**src/rtl/epbuf_len_pkg.sv**
```systemverilog
package epbuf_len_pkg;

    typedef enum logic [1:0] {
        ADR_INDEX  = 2'd0,
        ADR_COUNT  = 2'd1,
        ADR_CTRL   = 2'd2,
        ADR_MAXPKT = 2'd3
    } reg_adr_e;

    localparam int CTRL_COMMIT_BIT = 0;
    localparam int CTRL_IRQCLR_BIT = 1;

    typedef enum logic [1:0] {
        LANES_LOW  = 2'b01,
        LANES_WORD = 2'b11
    } lanes_e;

endpackage

```
**src/rtl/epbuf_regs.sv**
```systemverilog
module epbuf_regs
    import epbuf_len_pkg::*;
#(
    parameter int W       = 16,
    parameter int IDX_W   = 4,
    parameter int EP_NUM  = 2,
    parameter int MPS_DEF = 64
) (
    input  logic         clk,
    input  logic         rst_n,
    input  logic         bus_rst,
    input  logic         reg_wr,
    input  logic [1:0]   reg_addr,
    input  logic [W-1:0] reg_wdata,
    output logic [W-1:0] reg_rdata,
    input  logic         out_ack,
    input  logic [W-1:0] out_len,
    input  logic         commit,
    output logic [W-1:0] short_len,
    output logic [W-1:0] mps,
    output logic         validate,
    output logic         irq
);

    localparam logic [IDX_W-2:0] EP_ID   = EP_NUM[IDX_W-2:0];
    localparam logic [W-1:0]     MPS_RST = MPS_DEF[W-1:0];

    typedef struct packed {
        logic [IDX_W-1:0] idx;
        logic [W-1:0]     short_len;
        logic [W-1:0]     out_cnt;
        logic [W-1:0]     mps;
        logic             irq;
    } regs_t;

    localparam regs_t RST_VAL = '{idx: '0, short_len: '0, out_cnt: '0,
                                  mps: MPS_RST, irq: 1'b0};

    regs_t    st_d, st_q;
    reg_adr_e adr;
    logic     sel_in, sel_out, cnt_wr_in;

    always_comb begin
        adr      = reg_adr_e'(reg_addr);
        sel_in   = (st_q.idx[IDX_W-1:1] == EP_ID) &&  st_q.idx[0];
        sel_out  = (st_q.idx[IDX_W-1:1] == EP_ID) && !st_q.idx[0];
        cnt_wr_in = reg_wr && (adr == ADR_COUNT) && sel_in;
        validate = reg_wr && (adr == ADR_CTRL) && sel_in && reg_wdata[CTRL_COMMIT_BIT];

        st_d = st_q;
        if (commit) st_d.short_len = '0;
        if (reg_wr) begin
            unique case (adr)
                ADR_INDEX:  st_d.idx = reg_wdata[IDX_W-1:0];
                ADR_COUNT: begin
                    if (sel_in)       st_d.short_len = reg_wdata;
                    else if (sel_out) st_d.out_cnt   = reg_wdata;
                end
                ADR_CTRL:   if (sel_out && reg_wdata[CTRL_IRQCLR_BIT]) st_d.irq = 1'b0;
                ADR_MAXPKT: if (sel_in && reg_wdata != '0) st_d.mps = reg_wdata;
                default: ;
            endcase
        end
        if (out_ack) begin
            st_d.out_cnt = out_len;
            st_d.irq     = 1'b1;
        end
        if (bus_rst) st_d = RST_VAL;

        reg_rdata = '0;
        unique case (adr)
            ADR_INDEX:  reg_rdata = {{(W-IDX_W){1'b0}}, st_q.idx};
            ADR_COUNT:  reg_rdata = sel_in ? st_q.short_len : (sel_out ? st_q.out_cnt : '0);
            ADR_CTRL:   reg_rdata[CTRL_IRQCLR_BIT] = sel_out & st_q.irq;
            ADR_MAXPKT: reg_rdata = sel_in ? st_q.mps : '0;
            default: ;
        endcase
    end

    always_ff @(posedge clk or negedge rst_n) begin
        if (!rst_n) st_q <= RST_VAL;
        else        st_q <= st_d;
    end

    assign short_len = st_q.short_len;
    assign mps       = st_q.mps;
    assign irq       = st_q.irq;

    // an acknowledged receive packet always leaves the interrupt raised
    p_irq_on_ack_r10: assert property (@(posedge clk) disable iff (!rst_n || bus_rst)
        out_ack |=> irq);

    // a commit without a simultaneous length write clears the short length
    p_len_revert_r5: assert property (@(posedge clk) disable iff (!rst_n || bus_rst)
        (commit && !cnt_wr_in) |=> (short_len == '0));

endmodule

```
**src/rtl/epbuf_pingpong.sv**
```systemverilog
module epbuf_pingpong
    import epbuf_len_pkg::*;
#(
    parameter int W    = 16,
    parameter int NBUF = 2
) (
    input  logic         clk,
    input  logic         rst_n,
    input  logic         bus_rst,
    input  logic         dat_wr,
    input  logic [1:0]   dat_be,
    input  logic [W-1:0] short_len,
    input  logic [W-1:0] mps,
    input  logic         validate,
    input  logic         usb_in_ack,
    output logic         dat_stall,
    output logic         fifo_we,
    output logic [1:0]   fifo_be,
    output logic         tx_valid,
    output logic [W-1:0] tx_len,
    output logic         commit
);

    localparam int PTR_W = (NBUF > 1) ? $clog2(NBUF) : 1;
    localparam logic [PTR_W-1:0] LAST = PTR_W'(NBUF - 1);

    typedef struct packed {
        logic [W-1:0]            fill;
        logic [PTR_W-1:0]        wr_ptr;
        logic [PTR_W-1:0]        rd_ptr;
        logic [NBUF-1:0]         full;
        logic [NBUF-1:0][W-1:0]  len;
    } pp_t;

    pp_t          st_d, st_q;
    logic [W-1:0] target;
    logic [W:0]   fill_ext, new_fill;
    logic         word_fits, reached, ack_ok;

    function automatic logic [PTR_W-1:0] nxt(input logic [PTR_W-1:0] p);
        return (p == LAST) ? '0 : p + 1'b1;
    endfunction

    always_comb begin
        target    = ((short_len != '0) && (short_len < mps)) ? short_len : mps;
        dat_stall = st_q.full[st_q.wr_ptr];
        fifo_we   = dat_wr && !dat_stall;
        fill_ext  = {1'b0, st_q.fill};
        word_fits = (dat_be == LANES_WORD) && ((fill_ext + (W+1)'(2)) <= {1'b0, target});
        fifo_be   = word_fits ? LANES_WORD : LANES_LOW;
        new_fill  = fill_ext + (word_fits ? (W+1)'(2) : (W+1)'(1));
        reached   = fifo_we && (new_fill >= {1'b0, target});
        commit    = !dat_stall && (reached || validate);
        ack_ok    = usb_in_ack && st_q.full[st_q.rd_ptr];

        st_d = st_q;
        if (commit) begin
            st_d.full[st_q.wr_ptr] = 1'b1;
            st_d.len[st_q.wr_ptr]  = fifo_we ? new_fill[W-1:0] : st_q.fill;
            st_d.fill              = '0;
            st_d.wr_ptr            = nxt(st_q.wr_ptr);
        end else if (fifo_we) begin
            st_d.fill = new_fill[W-1:0];
        end
        if (ack_ok) begin
            st_d.full[st_q.rd_ptr] = 1'b0;
            st_d.rd_ptr            = nxt(st_q.rd_ptr);
        end
        if (bus_rst) st_d = '0;

        tx_valid = st_q.full[st_q.rd_ptr];
        tx_len   = st_q.len[st_q.rd_ptr];
    end

    always_ff @(posedge clk or negedge rst_n) begin
        if (!rst_n) st_q <= '0;
        else        st_q <= st_d;
    end

    // a refused write leaves the fill count untouched
    p_stall_holds_fill_r9: assert property (@(posedge clk) disable iff (!rst_n || bus_rst)
        (dat_wr && dat_stall) |=> $stable(st_q.fill));

    // a commit always offers a buffer on the next cycle
    p_commit_offers_r3: assert property (@(posedge clk) disable iff (!rst_n || bus_rst)
        commit |=> tx_valid);

    // a word trimmed to the low lane always closes the buffer
    p_trim_commits_r7: assert property (@(posedge clk) disable iff (!rst_n || bus_rst)
        (fifo_we && dat_be == LANES_WORD && fifo_be == LANES_LOW) |-> commit);

    // freeing the offered buffer moves the read side on
    p_ack_advances_r12: assert property (@(posedge clk) disable iff (!rst_n || bus_rst)
        (usb_in_ack && tx_valid) |=> (st_q.rd_ptr != $past(st_q.rd_ptr)));

endmodule

```
**src/rtl/epbuf_len_ctrl.sv**
```systemverilog
module epbuf_len_ctrl #(
    parameter int W       = 16,
    parameter int IDX_W   = 4,
    parameter int EP_NUM  = 2,
    parameter int MPS_DEF = 64,
    parameter int NBUF    = 2
) (
    input  logic         clk,
    input  logic         rst_n,
    input  logic         usb_bus_rst,
    input  logic         reg_wr,
    input  logic [1:0]   reg_addr,
    input  logic [W-1:0] reg_wdata,
    output logic [W-1:0] reg_rdata,
    input  logic         dat_wr,
    input  logic [1:0]   dat_be,
    output logic         dat_stall,
    output logic         fifo_we,
    output logic [1:0]   fifo_be,
    input  logic         usb_in_ack,
    output logic         tx_valid,
    output logic [W-1:0] tx_len,
    input  logic         usb_out_ack,
    input  logic [W-1:0] usb_out_len,
    output logic         ep_irq
);

    logic [W-1:0] short_len, mps;
    logic         validate, commit;

    epbuf_regs #(.W(W), .IDX_W(IDX_W), .EP_NUM(EP_NUM), .MPS_DEF(MPS_DEF)) u_regs (
        .clk       (clk),
        .rst_n     (rst_n),
        .bus_rst   (usb_bus_rst),
        .reg_wr    (reg_wr),
        .reg_addr  (reg_addr),
        .reg_wdata (reg_wdata),
        .reg_rdata (reg_rdata),
        .out_ack   (usb_out_ack),
        .out_len   (usb_out_len),
        .commit    (commit),
        .short_len (short_len),
        .mps       (mps),
        .validate  (validate),
        .irq       (ep_irq)
    );

    epbuf_pingpong #(.W(W), .NBUF(NBUF)) u_pp (
        .clk        (clk),
        .rst_n      (rst_n),
        .bus_rst    (usb_bus_rst),
        .dat_wr     (dat_wr),
        .dat_be     (dat_be),
        .short_len  (short_len),
        .mps        (mps),
        .validate   (validate),
        .usb_in_ack (usb_in_ack),
        .dat_stall  (dat_stall),
        .fifo_we    (fifo_we),
        .fifo_be    (fifo_be),
        .tx_valid   (tx_valid),
        .tx_len     (tx_len),
        .commit     (commit)
    );

endmodule

```
**config.mk**
```make
export PLATFORM = sky130hd
export DESIGN_NAME = epbuf_len_ctrl
export DESIGN_NICKNAME = d
export VERILOG_FILES = /design/src/rtl/epbuf_len_pkg.sv /design/src/rtl/epbuf_regs.sv /design/src/rtl/epbuf_pingpong.sv /design/src/rtl/epbuf_len_ctrl.sv
export SDC_FILE = /design/constraint.sdc
export NUM_CORES = 1
export LEC_CHECK = 0
export ABC_AREA = 0
export BUFFER_PORTS_ARGS = -buffer_cell sky130_fd_sc_hd__buf_4
export CORE_MARGIN = 4
export CORE_UTILIZATION = 60
export CTS_CLUSTER_DIAMETER = 100
export DETAILED_ROUTE_END_ITERATION = 10
export PLACE_DENSITY_LB_ADDON = 0.1
export SYNTH_ARGS = -nofsm -noshare
export SYNTH_HDL_FRONTEND = slang
export SYNTH_HIERARCHICAL = 1
export SYNTH_SLANG_ARGS = --single-unit
```
**constraint.sdc**
```tcl
create_clock -name clk -period 8.2 [get_ports clk]
set_clock_uncertainty 0.15 [all_clocks]
set_input_delay 1.23 -clock clk [delete_from_list [all_inputs] [get_ports clk]]
set_output_delay 1.23 -clock clk [all_outputs]
set_load 0.01 [all_outputs]
```
# == Word-level counts from Yosys, hierarchy flattened ==
# Index checks and enable logic that the tools add are counted.
# classes
n_addsub,4
order_cmp,7
n_eq_ne,6
muxes,44
n_bitwise,4
reduce_logical,36
# op_table
op,count
$mux 16,16
$mux 53,2
$mux 52,1
$pmux 14 s3,1
$mux 34,1
$bwmux 32,1
$mux 32,1
$reduce_bool 16->1,2
$add 16x17->17,1
$add 16x2->17 const B,1
$ge 17x16->1,1
$le 17x16->1,1
$demux 16 s1,1
$lt 16x16->1,1
$logic_and 1x1->1,15
$reduce_bool 3->1,5
$mux 1,12
$reduce_bool 2->1,6
$eq 2x2->1 const B,3
$reduce_and 3->1,2
$lt 1x2->1 const B,2
$mux 2,2
$mux 4,1
$pmux 1 s4,1
17 further kinds,21
# totals
register_bits,105
input_bits,43

# == Logic depth before layout (Yosys ltp) ==
# Gate-level depths: netlist of the first run.
# depth
word_depth,17
depth_mapped,34
mapped_depth_nobuf,31

# == Hierarchy ==
# Netlist of the first run, hierarchy kept.
# by_module_without_submodules
mod,instances,cells_per_inst,area_per_inst_um2,seq_area_each_um2
epbuf_pingpong,1,474,4400.5,1301.2
epbuf_regs,1,329,2976.6,1327.5

# == Least setup slack after synthesis of the first run ==
# OpenSTA, ideal clock, no wires.
# synth_path
path_type,reg2reg
start,"register u_regs.st_q, in the netlist u_regs/short_len[1]"
end,"register u_regs.st_q, in the netlist u_regs/short_len[0]"
arrival_ns,6.808
required_time_ns,7.967
path_slack_ns,1.160
path_stages_with_launch,32
n_path_buf,4
synth_period_minus_slack_ns,7.040
path_cell_list,dfrtp_1 buf_4 ha_1 a2111o_1 a211o_1 a211oi_1 clkbuf_1 buf_2 a21oi_1 ha_1 a21o_1 and3_1 o21ai_0 o21ai_0 o41ai_1 a22oi_1 ha_1 fa_1 clkbuf_2 nand4_4 nor2_1 xor2_1 ha_1 a21o_1 a221oi_1 o221ai_2 o311ai_4 o21ai_1 and3_1 nor2_1 nand3_1 o21ai_0
# synth_rtl
item,line,rtl
start: declaration,epbuf_regs.sv:39,"regs_t st_d, st_q;"
start signal: assignment,epbuf_regs.sv:82,else st_q <= st_d;

==> summary.txt, run 1 <==
Timing
  – Final WS setup: 0.666 ns
  – Setup violators final: 0
  – TNS Setup: 0 ns
  – Worst hold slack: 0.336 ns
  – Max-slew violation count: 0
  – Max Fclk: 133 MHz
  – Tcrit/Tclk final: 0.919
  – Slew headroom: 0.186
  – Slew @ Worst Pin: 1.22 ns
  – Unrepaired setup endpoints after global routing: false
  – Minimum clock period: 7.53 ns
  – Fin. Hold Viols: 0

Global routing
  – Initial antenna violation count: 0
  – Largest net degree at the start of global routing: 60
  – Global route overflow: 0
  – GRT Total Usage: 0.271
  – Global-route wire length before repair: 31.3 mm
  – Vias in the first global route: 6223

Synth
  – Synthesis Warnings: 6
  – Synth Register Bits: 105
  – XOR/XNOR Fraction of Synth Area: 0.0499
  – Register area share after synthesis: 0.356
  – Largest family of logic cells by synthesized area: compound AO/OA/AOI/OAI gates
  – Post-Syn Area: 0.00738 sq mm
  – Post-synthesis adder-cell area fraction: 0.0841
  – Mux contribution to synthesized area: 0.0329
  – Mapped Cells: 803
  – Synth Area in Simple Gates: 0.164
  – Synth cell types: 73
  – Syn nets: 895
  – Synth Area in Compound Gates: 0.223
  – Syn avg cell area: 9.19 sq um
  – Predominant post-synthesis flop cell: dfrtp_1
  – Ys async rst share: 1.00
  – Number of enable flip-flop cells after synthesis: 0

Power and ir drop
  – Pleak: 3.71 nW
  – Peak VDD IR: 153 uV
  – Pwr Density: 135 mW/mm^2

Setup path
  – Critical path class: reg2reg
  – Worst-path fanout max: 24
  – Top delay family on crit path: compound AO/OA/AOI/OAI gates
  – Most Frequent Cell on Critical Path: ha_1
  – Crit path largest cell delay: 0.54 ns
  – CP max-delay cell: dfstp_2
  – Buffers & Inverters on Critical Path: 3
  – CP endpoint kind: flop
  – Data arrival, critical path: 7.63 ns
  – Critical Path Source Type: flop
  – Data required time of the worst path: 8.30 ns

Clock network
  – CTS root buf: clkbuf_16
  – Post-CTS setup buffer count: 0
  – Cts bufs inserted: 9
  – CTS tree: built
  – Worst-path clk slew: 0.07 ns
  – Clock Latency Late Sink: 0.36 ns
  – H-tree Lvls: 3
  – CTS sink cnt: 105
  – Buffers from clock root to sink, at most: 2

Route
  – Detail Route Antenna Nets: 0
  – TritonRoute pass-1 iters: 7
  – DR vias: 6200
  – Total Wirelength: 18.6 mm
  – # DRC: 0
  – Initial DRC count: 718
  – Drt wl/cell: 19.1 microns
  – Via density: 6.37

Hold path
  – Hold WC Path Type: reg2reg

Floorplan
  – Core area: 0.0120 sq mm
  – Die Area: 0.0141 sq mm
  – Num rows: 40
  – Starting Density: 0.614
  – Die H: 119 microns
  – Die Wd: 119 microns
  – I/O pin total: 81

Cells and area
  – Commonest cells after routing, fill and taps aside: 104 x dfrtp_1, 88 x buf_4, 72 x nor2_1
  – Most common cell after layout, fill and taps aside: dfrtp_1
  – Fillcell total: 1015
  – Layout cells sized above 1: 0.186
  – Multi-input logic area: 0.00410 sq mm
  – Layout area overhead: 9.36%
  – N_diodes: 0
  – Layout Nets: 913
  – Filler-free cell count of the finished design: 973
  – FF+latch area: 0.00263 sq mm

Placed design
  – Cells after DPL: 957
  – Global placement routability congestion: 0.928
  – Post-DP HPWL: 14.0 mm
  – Pre-CTS setup slack: 0.749 ns
  – Number of port buffers: 79

Run status
  – Status: finished clean

Job
  – Max-cap viol count: 0
stage by stage:
step                      area, sq um  total power (W)   util
after CTS                        8060          0.00110  0.671
after floorplan                  7380         0.000594      -
after global placement           7740         0.000641  0.644
final                            8070          0.00109  0.672
after global routing             8070          0.00114  0.672
after detailed placement         7740         0.000643  0.644
cells by family (layout without fill, tap and decap cells):
logic type / after synthesis / after routing
XOR/XNOR: 42 / 42
AND/OR/NAND/NOR: 240 / 240
AO/OA/AOI/OAI: 218 / 218
other: 1 / 1
adder cells (fa/ha/maj): 49 / 49
buffers and inverters: 126 / 149
multiplexers: 22 / 22
flip-flops: 105 / 105
cells in the mapped netlist, types with 8 or more instances:
library cell / n / area share
ha_1: 48 / 0.081
o21ai_1: 10 / 0.0068
a22oi_1: 19 / 0.019
o2bb2ai_1: 22 / 0.026
a222oi_1: 15 / 0.020
nand3_1: 47 / 0.032
xor2_1: 21 / 0.025
buf_2: 10 / 0.0068
and3_1: 9 / 0.0076
nand2b_1: 14 / 0.012
nand3b_1: 9 / 0.0092
nor3_1: 8 / 0.0054
dfrtp_1: 104 / 0.35
nand4_1: 11 / 0.0093
nand2_1: 46 / 0.023
clkbuf_1: 25 / 0.013
a21oi_1: 54 / 0.037
buf_4: 37 / 0.038
mux2_2: 18 / 0.027
o2bb2ai_2: 10 / 0.020
inv_1: 44 / 0.022
o21ai_0: 44 / 0.030
nor2_1: 72 / 0.037
xnor2_1: 21 / 0.025
a21o_1: 8 / 0.0081
registers in the layout, summed over array words and instances (netlist names):
name / cells
u_regs/irq: 1
u_pp/fill_ext: 16
u_regs/short_len: 16
u_regs/st_q: 20
u_pp/st_q: 36
u_regs/mps: 16
layer usage:
| layer | vias to the layer above | global-route usage | wire (microns) |
|---|---|---|---|
| li1 | 2915 | - | - |
| met3 | 32 | 0.0461 | 909 |
| met2 | 204 | 0.440 | 8900 |
| met4 | 0 | 0.0782 | 406 |
| met1 | 3049 | 0.375 | 8410 |
| met5 | - | 0 | 0 |
final timing paths:
path                       depth (start not counted)  slack [ns]          start                   end
setup / recovery                                  29        0.67  u_regs/mps[6]  u_regs/short_len[12]
hold / removal                                     1        0.34   u_pp/st_q[2]          u_pp/st_q[2]
setup reg to reg                                  29        0.67  u_regs/mps[6]  u_regs/short_len[12]
hold reg to reg                                    1        0.34   u_pp/st_q[2]          u_pp/st_q[2]
max in group asynchronous                          2        5.99          rst_n         u_pp/st_q[20]
min in group asynchronous                          1        0.73          rst_n       u_regs/st_q[26]
report_power, final:
part	switching [W]	total [W]	leakage [nW]	internal, W
clock network	0.000188	0.000459	0.158	0.000271
registers	0.00000691	0.000532	1.45	0.000525
logic	0.0000650	0.000103	2.10	0.0000375
total	0.000260	0.00109	3.71	0.000833
area by class of cell:
| type | instances | share of cell area |
|---|---|---|
| Multi-Input combinational cell | 572 | 0.508 |
| Sequential cell | 105 | 0.326 |
| Clock buffer | 13 | 0.0347 |
| Tap cell | 147 | 0.0228 |
| Clock inverter | 3 | 0.00574 |
| Inverter | 45 | 0.0209 |
| Timing Repair Buffer | 88 | 0.0819 |
what timing repair did:
| item | in CTS | in global routing |
|---|---|---|
| endpoints found under the hold margin | 0 | 0 |
| resized for setup | 0 | 1 |
| hold buffers | 0 | 0 |
| setup endpoints to repair | 0 | 9 |
No activity file was read; power rests on OpenSTA's default activity.
==> run 2: changes to the inputs <==
PLACE_DENSITY_LB_ADDON = 0.08   (was 0.1)
==> run 2 against run 1 <==
  * Clock-buffer cell count shrank 1
  * First-iteration DRC count grew 4.7%
  * Routed wire length about the same
  * Utilization down 0.39 points
  * Critical path depth is 1 higher
  * Combinational power barely moved
  * Sequential power is essentially flat
  * Clock power decreased by 9.4%
  * Via count up 0.50%
  * Flip-flop and latch count is the same
  * Final area decreased by 0.57%
  * Critical path type unchanged
  * Highest routed layer unchanged
==> summary.txt, run 2 (synthesis results as in run 1) <==
Setup path
  – Buffers & Inverters on Critical Path: 2
  – Critical Path Source Type: flop
  – R2r endpoint: u_regs/short_len[14]
  – R2R Setup Slk: 0.51 ns
  – Instance count on the critical path: 30
  – Crit path largest cell delay: 0.53 ns
  – Worst-path fanout max: 29
  – R2r worst-path depth: 30
  – Critical path class: reg2reg
  – Most Frequent Cell on Critical Path: ha_1
  – Crit path to: u_regs/short_len[14]
  – Worst Setup SP: u_regs/short_len[1]
  – Top delay family on crit path: compound AO/OA/AOI/OAI gates
  – Data required time of the worst path: 8.30 ns
  – CP max-delay cell: fa_1
  – Data arrival, critical path: 7.79 ns
  – Worst flop-to-flop path startpoint: u_regs/short_len[1]
  – CP endpoint kind: flop

Power and ir drop
  – Final Power: 0.00105 W
  – Peak VDD IR: 124 uV
  – Pleak: 3.70 nW
  – Pwr Density: 131 mW/mm^2

Global routing
  – Initial antenna violation count: 0
  – Largest net degree at the start of global routing: 57
  – Vias in the first global route: 6264
  – GRT Total Usage: 0.271
  – Global-route wire length before repair: 31.4 mm
  – Global route overflow: 0

Clock network
  – Post-CTS setup buffer count: 0
  – H-tree Lvls: 3
  – CTS root buf: clkbuf_16
  – Clock Latency Late Sink: 0.36 ns
  – Buffers from clock root to sink, at most: 2
  – Worst-path clk slew: 0.07 ns
  – CTS tree: built
  – Cts bufs inserted: 9
  – Hold buffer count at CTS: 0
  – Post-CTS sizing: 0
  – CTS sink cnt: 105

Timing
  – Tcrit/Tclk final: 0.938
  – Slew @ Worst Pin: 1.22 ns
  – Fin. Hold Viols: 0
  – Minimum clock period: 7.69 ns
  – Max-slew violation count: 0
  – Max Fclk: 130 MHz
  – Unrepaired setup endpoints after global routing: false
  – Slew headroom: 0.185
  – Final WS setup: 0.511 ns
  – Setup violators final: 0
  – Worst hold slack: 0.337 ns
  – TNS Setup: 0 ns

Floorplan
  – Num rows: 40
  – Die Area: 0.0141 sq mm
  – Starting Density: 0.614
  – Core area: 0.0120 sq mm
  – I/O pin total: 81
  – Die H: 119 microns
  – Die Wd: 119 microns

Cells and area
  – Layout Nets: 913
  – Register with the most flip-flops: u_pp/st_q
  – Commonest cells after routing, fill and taps aside: 104 x dfrtp_1, 88 x buf_4, 72 x nor2_1
  – Top Registers: u_pp/st_q: 36 flops, u_regs/st_q: 20 flops
  – Fillcell total: 992
  – Layout area overhead: 8.73%
  – Layout cells sized above 1: 0.184
  – FF+latch area: 0.00263 sq mm
  – Most common cell after layout, fill and taps aside: dfrtp_1
  – Filler-free cell count of the finished design: 973
  – Max reg flops: 36
  – Multi-input logic area: 0.00410 sq mm
  – N_diodes: 0

Placed design
  – Pre-CTS setup slack: 0.726 ns
  – Global placement routability congestion: 0.989
  – Number of port buffers: 79
  – Cells after DPL: 957
  – Post-DP HPWL: 13.9 mm

Route
  – Drt wl/cell: 19.1 microns
  – Initial DRC count: 752
  – Met3 wire len: 1.11 mm
  – Met2 WL: 8.78 mm
  – TritonRoute pass-1 iters: 6
  – Via density: 6.40
  – Detail Route Antenna Nets: 0
  – DR vias: 6231
  – Wire length on met1: 8.43 mm
  – # DRC: 0
  – Total Wirelength: 18.6 mm
  – Highest metal used: met4

Hold path
  – Hold WC Path Type: reg2reg

Job
  – Max-cap viol count: 0

Run status
  – Status: finished clean
[run 2: layout make-up]
cell class,instances,share of cell area
timing repair buffer,88,0.0824
tap,147,0.0229
inverter,45,0.0211
multi-input combinational,572,0.511
clock inverter,4,0.00343
clock buffer,12,0.0320
sequential,105,0.328
[run 2: worst min-delay path by stage]
stage,startpoint,endpoint,slack (ns),cells after the start
2_1_floorplan,u_regs/st_q[30],u_regs/st_q[30],0.30,2
3_3_place_gp,u_pp/st_q[16],u_pp/st_q[16],0.32,1
3_5_place_dp,u_pp/st_q[28],u_pp/st_q[28],0.32,1
4_1_cts,u_pp/st_q[2],u_pp/st_q[2],0.34,1
5_1_grt,u_pp/st_q[28],u_pp/st_q[28],0.35,1
6_report,u_pp/st_q[2],u_pp/st_q[2],0.34,1
[run 2: power by group]
part	internal [W]	switching, W
Clock	0.000223	0.000193
Sequential	0.000525	0.00000691
Combinational	0.0000375	0.0000664
Total	0.000785	0.000267
[run 2: routing by layer]
| metal | vias to the layer above | track usage |
|---|---|---|
| met3 | 26 | 0.0427 |
| met2 | 236 | 0.434 |
| met5 | - | 0 |
| li1 | 2918 | - |
| met1 | 3051 | 0.381 |
| met4 | 0 | 0.0825 |
[run 2: worst register-to-register path: cells and delay by family (launching register included)]
family,cells,cell delay [ns]
AOI/OAI and AO/OA,15,3.38
adders and majority gates,5,1.69
and+or+nand+nor,7,1.25
buffers and inverters,2,0.53
DFF,1,0.45
xor gates and xnor gates,1,0.14
[run 2: per-stage QoR]
step | utilization | area [sq um]
6_report | 0.668 | 8020
4_1_cts | 0.668 | 8020
3_3_place_gp | 0.644 | 7740
2_1_floorplan | - | 7380
5_1_grt | 0.668 | 8020
3_5_place_dp | 0.644 | 7740
